[src/rtl/exc_flush_pkg.sv]
package exc_flush_pkg;
    typedef enum logic [1:0] {
        ST_RUN   = 2'd0,
        ST_DRAIN = 2'd1,
        ST_WAIT  = 2'd2
    } ctl_state_e;
endpackage

[src/rtl/exc_oldest_pick.sv]
// Finds the highest-numbered set request (the oldest instruction).
module exc_oldest_pick #(
    parameter int N  = 4,
    parameter int IW = 3
) (
    input  logic [N-1:0]  req,
    output logic          hit,
    output logic [IW-1:0] idx
);
    always_comb begin
        hit = 1'b0;
        idx = '0;
        for (int i = 0; i < N; i++) begin
            if (req[i]) begin
                hit = 1'b1;
                idx = IW'(i);
            end
        end
    end
endmodule

[src/rtl/exc_flush_mask.sv]
// Thermometer mask: stages 0..idx set when en is high.
module exc_flush_mask #(
    parameter int N  = 5,
    parameter int IW = 3
) (
    input  logic          en,
    input  logic [IW-1:0] idx,
    output logic [N-1:0]  mask
);
    for (genvar g = 0; g < N; g++) begin : g_bit
        localparam logic [IW-1:0] GI = IW'(g);
        assign mask[g] = en && (GI <= idx);
    end
endmodule

[src/rtl/exc_flush_ctrl.sv]
module exc_flush_ctrl #(
    parameter int NUM_STAGES = 5,
    parameter int PC_W       = 32,
    parameter int CAUSE_W    = 5,
    parameter int IRQ_STAGE  = 1,
    parameter logic [CAUSE_W-1:0] IRQ_CAUSE = '0
) (
    input  logic                              clk,
    input  logic                              rst_n,
    input  logic [NUM_STAGES-1:0]             stg_valid_i,
    input  logic [NUM_STAGES-2:0]             stg_exc_i,
    input  logic [(NUM_STAGES-1)*CAUSE_W-1:0] stg_cause_i,
    input  logic [(NUM_STAGES-1)*PC_W-1:0]    stg_pc_i,
    input  logic                              irq_i,
    output logic [NUM_STAGES-1:0]             flush_o,
    output logic                              take_o,
    output logic [PC_W-1:0]                   take_pc_o,
    output logic [CAUSE_W-1:0]                take_cause_o
);
    import exc_flush_pkg::*;

    localparam int NEXC   = NUM_STAGES - 1;
    localparam int SIDX_W = $clog2(NUM_STAGES);

    typedef struct packed {
        ctl_state_e         state;
        logic [PC_W-1:0]    pc;
        logic [CAUSE_W-1:0] cause;
    } ctl_regs_t;

    ctl_regs_t r_d, r_q;

    logic [PC_W-1:0]    pc_arr    [NEXC];
    logic [CAUSE_W-1:0] cause_arr [NEXC];

    for (genvar k = 0; k < NEXC; k++) begin : g_unpack
        assign pc_arr[k]    = stg_pc_i[k*PC_W +: PC_W];
        assign cause_arr[k] = stg_cause_i[k*CAUSE_W +: CAUSE_W];
    end

    logic [NEXC-1:0]       req_sync, req_run, req_drain, req_sel;
    logic                  irq_hit, accept_run, in_drain, older_busy;
    logic                  hit;
    logic [SIDX_W-1:0]     hit_idx;
    logic [NUM_STAGES-1:0] kill_mask;
    logic                  take_now;

    always_comb begin
        req_sync   = stg_valid_i[NEXC-1:0] & stg_exc_i;
        irq_hit    = irq_i && stg_valid_i[IRQ_STAGE];
        req_run    = req_sync;
        req_run[IRQ_STAGE] = req_sync[IRQ_STAGE] | irq_hit;
        req_drain  = req_sync;
        req_drain[0] = 1'b0;
        accept_run = (r_q.state == ST_RUN) ||
                     ((r_q.state == ST_WAIT) && stg_valid_i[0]);
        in_drain   = (r_q.state == ST_DRAIN);
        if (accept_run)    req_sel = req_run;
        else if (in_drain) req_sel = req_drain;
        else               req_sel = '0;
    end

    exc_oldest_pick #(.N(NEXC), .IW(SIDX_W)) u_pick (
        .req (req_sel),
        .hit (hit),
        .idx (hit_idx)
    );

    exc_flush_mask #(.N(NUM_STAGES), .IW(SIDX_W)) u_mask (
        .en   (hit),
        .idx  (hit_idx),
        .mask (kill_mask)
    );

    always_comb begin
        older_busy = |stg_valid_i[NUM_STAGES-1:1];
        take_now   = in_drain && !hit && !older_busy;

        r_d = r_q;
        if (hit) begin
            r_d.state = ST_DRAIN;
            r_d.pc    = pc_arr[hit_idx];
            if ((int'(hit_idx) == IRQ_STAGE) && !req_sync[IRQ_STAGE])
                r_d.cause = IRQ_CAUSE;
            else
                r_d.cause = cause_arr[hit_idx];
        end else if (take_now) begin
            r_d.state = ST_WAIT;
        end else if ((r_q.state == ST_WAIT) && stg_valid_i[0]) begin
            r_d.state = ST_RUN;
        end
    end

    always_ff @(posedge clk) begin
        if (!rst_n) begin
            r_q.state <= ST_RUN;
            r_q.pc    <= '0;
            r_q.cause <= '0;
        end else begin
            r_q <= r_d;
        end
    end

    always_comb begin
        flush_o    = kill_mask;
        flush_o[0] = kill_mask[0] | in_drain;
    end

    assign take_o       = take_now;
    assign take_pc_o    = r_q.pc;
    assign take_cause_o = r_q.cause;
endmodule

[config.mk]
export PLATFORM = sky130hd
export DESIGN_NAME = exc_flush_ctrl
export DESIGN_NICKNAME = d
export VERILOG_FILES = /design/src/rtl/exc_flush_pkg.sv /design/src/rtl/exc_oldest_pick.sv /design/src/rtl/exc_flush_mask.sv /design/src/rtl/exc_flush_ctrl.sv
export SDC_FILE = /design/constraint.sdc
export NUM_CORES = 1
export LEC_CHECK = 0
export ABC_CLOCK_PERIOD_IN_PS = 2100
export BUFFER_PORTS_ARGS = -buffer_cell sky130_fd_sc_hd__buf_2
export CAP_MARGIN = 15
export CORE_UTILIZATION = 40
export DETAILED_ROUTE_END_ITERATION = 8
export PLACE_DENSITY = 0.84
export SLEW_MARGIN = 25
export SYNTH_ARGS = -nofsm -noshare
export SYNTH_HDL_FRONTEND = slang
export SYNTH_SLANG_ARGS = --single-unit
[constraint.sdc]
create_clock -name clk -period 2.1 [get_ports clk]
set_input_delay 0.42 -clock clk [delete_from_list [all_inputs] [get_ports clk]]
set_output_delay 0.42 -clock clk [all_outputs]
set_load 0.005 [all_outputs]
==> run_results.csv <==
group,metric,value,unit
status,run_status,"finished clean",
finish,area_delta_synth_final,36.9,%
critical_path,worst-endpoint-required,1.68,ns
critical_path,worstPathArrival,1.60,ns
global_routing,largest_net_degree_at_the_start_of_global_routing,27,
pwr,report.power.total,2.05,mW
pwr,vdd_drop_max,288,uV
sta,period_minus_slack,2.02,ns
floorplanning,die_h,82.7,microns
sta,setup_ws,0.0752,ns
detailed_routing,num_vias,3069,
pwr,p_clk_share,27.2,%
floorplanning,die_w,82.7,microns
cts,clock_insertion_delay_worst_skew,0.29,ns
pwr,switching_part_of_the_total_power,29.7,%
finish,antenna-diode-count,0,
yosys,syn-num-nets,471,
pwr,share_of_power_burned_in_registers,41.7,%
global_routing,groute.usage.overall,24.4,%
pwr,power.density_cell_area,575,mW/mm^2
pwr,p_int,1.44,mW
critical_path,crit_fanout,3,
cts,tritoncts,"yes",
sta,worst_slew_margin_rel,58.6,%
placement,detailedPlacementHpwl,6550,microns
yosys,synth.area.top_cells,"sky130_fd_sc_hd__dfxtp_1, sky130_fd_sc_hd__buf_4, sky130_fd_sc_hd__a22oi_1, sky130_fd_sc_hd__o21ai_0, sky130_fd_sc_hd__o211ai_1",
critical_path,setup.worst_path.end_class,"output pin",
detailed_routing,avgRoutedWirePerCell,15.7,microns
cts,cts_made_buffers,5,
floorplanning,floorplan.io_pins,203,
detailed_routing,wl,8630,microns
cts,clk_pin_slew,0.08,ns
pwr,net-switching-power,0.609,mW
yosys,post_synth_num_cell_types,32,
yosys,synth-edff-count,0,
sta,achievable-frequency,494,MHz
finish,final_layout_size_suffix_gt1_share,50.6,%
hold_path,hold_path.class,"input pin to flip-flop",
detailed_routing,drt.antenna.violating_nets,0,
sta,clock_skew,0.00466,ns
sta,grt_setup_unrepaired,"no",
sta,timing_hold_violations_final,0,
floorplanning,initial_core_util,41.2,%
placement,placement.setup.worst_slack,-0.0136,ns
critical_path,startpoint_type,"input pin",
yosys,share_of_flip_flops_with_an_asynchronous_set_or_reset_after_synthesis,0,%
yosys,yosysTopAreaCell,"sky130_fd_sc_hd__dfxtp_1",
placement,globalplace.congestion,0.811,
global_routing,first_pass_grt_wire_length,12600,microns
yosys,ys_seq_area_share,30.0,%
yosys,syn-instance-count,311,
floorplanning,floorplan.rows,29,
floorplanning,die_area,0.00684,sq mm
sta,drv_slew,0,
yosys,synth_top_area_share,30.0,%
yosys,post_syn_area,0.00260,sq mm
yosys,primary_flip_flop_cell_chosen_by_synthesis_mapping,"sky130_fd_sc_hd__dfxtp_1",
cts,numClockSinks,39,
yosys,synth.ff_latch_count,39,
yosys,ys.warnings.count,0,
global_routing,grt-ovfl-total,0,
finish,fin_nets,633,
cts,h-tree-depth,2,
run,maxCapViolCount,0,
cts,cts.root.buffer_cell,"sky130_fd_sc_hd__clkbuf_8",
sta,finalCritPeriodShare,96.4,%
placement,io_buffer_count,201,
pwr,power.combinational.fraction,31.1,%
pwr,power.static_leakage,1.71,nW
sta,worst_slew_pin_slew,0.620,ns
global_routing,grt_pass1_vias,2727,
global_routing,antenna_found_initial,0,
floorplanning,core_area,0.00631,sq mm
detailed_routing,detailedRoute.firstIterationViolations,161,
sta,finalSetupViolations,0,
yosys,avgSynthCellArea,8.37,sq um
detailed_routing,route.detailed.vias_per_inst,5.57,
detailed_routing,number_of_detailed_route_iterations_in_the_first_pass,5,
critical_path,timing.setup.critical_path_class,"input pin to output pin",
detailed_routing,remaining_drc_errors,0,
cts,cts.path.max_buffers,2,
==> final cells by class <==
| class | instances | area [sq um] |
|---|---|---|
| clock buffers | 8 | 100 |
| fillers | 590 | 2750 |
| inverters | 3 | 11.3 |
| multi-input cells | 201 | 1390 |
| flip-flops and latches | 39 | 782 |
| well taps | 77 | 96.3 |
| repair buffers | 223 | 1180 |
==> final timing paths <==
kind / endpoint / slack (ns) / start / cells past startpoint
min reg2reg: take_cause_o[1] / 0.50 / take_cause_o[1] / 1
max: take_o / 0.08 / stg_valid_i[3] / 5
min: take_pc_o[14] / 0.43 / stg_pc_i[78] / 3
max reg2reg: take_pc_o[20] / 0.20 / r_q[38] / 8
==> sequential cells by signal, summed over array words and instances, names as in the netlist <==
register,count
take_pc_o,32
r_q,2
take_cause_o,5
==> kinds of logic (layout without fill, tap and decap cells) <==
group                  Yosys count  count (layout)  synth area share (%)
flip-flops                      39              39                  30.0
AND/OR/NAND/NOR                 40              40                  9.66
other                            1               1                 0.144
multiplexers                    11              11                  4.66
AO/OA/AOI/OAI                  149             149                  38.5
buffers and inverters           71             234                  17.1
==> routing by layer <==
layer  GRT usage (%)  wire length (microns)
met1            29.2                   3450
met2            44.0                   4380
met3            3.74                    661
met4            8.62                    130
met5               0                      0
==> cell usage after synthesis, types with 2 or more instances <==
| cell | count |
|---|---|
| sky130_fd_sc_hd__a21boi_0 | 2 |
| sky130_fd_sc_hd__a21oi_1 | 34 |
| sky130_fd_sc_hd__a222oi_1 | 6 |
| sky130_fd_sc_hd__a22oi_1 | 31 |
| sky130_fd_sc_hd__a32o_1 | 6 |
| sky130_fd_sc_hd__buf_1 | 3 |
| sky130_fd_sc_hd__buf_2 | 4 |
| sky130_fd_sc_hd__buf_4 | 42 |
| sky130_fd_sc_hd__buf_6 | 2 |
| sky130_fd_sc_hd__clkbuf_1 | 17 |
| sky130_fd_sc_hd__dfxtp_1 | 39 |
| sky130_fd_sc_hd__inv_1 | 2 |
| sky130_fd_sc_hd__mux2_1 | 5 |
| sky130_fd_sc_hd__mux2i_1 | 5 |
| sky130_fd_sc_hd__nand2_1 | 6 |
| sky130_fd_sc_hd__nand3_1 | 2 |
| sky130_fd_sc_hd__o211ai_1 | 26 |
| sky130_fd_sc_hd__o21ai_0 | 39 |
| sky130_fd_sc_hd__or3_1 | 27 |
==> cells in the final DEF (no fill, tap or decap), types with 2 or more instances in the layout <==
cell / Yosys / layout
sky130_fd_sc_hd__clkbuf_8: 0 / 7
sky130_fd_sc_hd__nand3_1: 2 / 2
sky130_fd_sc_hd__buf_2: 4 / 201
sky130_fd_sc_hd__nand2_1: 6 / 6
sky130_fd_sc_hd__a32o_1: 6 / 6
sky130_fd_sc_hd__a22oi_1: 31 / 31
sky130_fd_sc_hd__o211ai_1: 26 / 26
sky130_fd_sc_hd__a222oi_1: 6 / 6
sky130_fd_sc_hd__o21ai_0: 39 / 39
sky130_fd_sc_hd__mux2_1: 5 / 5
sky130_fd_sc_hd__or3_1: 27 / 27
sky130_fd_sc_hd__a21oi_1: 34 / 33
sky130_fd_sc_hd__inv_1: 2 / 2
sky130_fd_sc_hd__dfxtp_1: 39 / 38
sky130_fd_sc_hd__buf_4: 42 / 21
sky130_fd_sc_hd__mux2i_1: 5 / 5
sky130_fd_sc_hd__a21boi_0: 2 / 2
==> what timing repair did <==
| item | in CTS | in global routing |
|---|---|---|
| buffers inserted | 4 | 0 |
| pin swaps | 1 | 0 |
| setup endpoints to repair | 2 | 3 |
| gates resized for setup | 0 | 2 |
| hold buffers | 0 | 0 |
==> power groups by stage <==
stage / registers [mW] / logic [mW] / clock network, mW
2_1_floorplan: 0.862 / 0.410 / 0
3_3_place_gp: 0.870 / 0.606 / 0
3_5_place_dp: 0.870 / 0.623 / 0
4_1_cts: 0.854 / 0.635 / 0.573
5_1_grt: 0.865 / 0.705 / 0.608
6_report: 0.854 / 0.637 / 0.558
==> through the flow <==
stage	utilization, %	instance area [sq um]	std cells	setup TNS, ns	hold WS [ns]
after floorplan	-	2600	311	0	0.470
after global placement	54.4	3430	539	0	0.475
after detailed placement	54.4	3430	539	-0.0249	0.479
after CTS	56.4	3560	551	0	0.418
after global routing	56.5	3560	551	0	0.419
final	56.5	3560	551	0	0.430
==> worst max-delay path, cell delays in order <==
cell and delay [ns]:
sky130_fd_sc_hd__buf_2 0.13, sky130_fd_sc_hd__or4_1 0.51, sky130_fd_sc_hd__or3_1 0.36, sky130_fd_sc_hd__inv_1 0.08
sky130_fd_sc_hd__buf_2 0.10
Power figures use the tool's default switching activity.
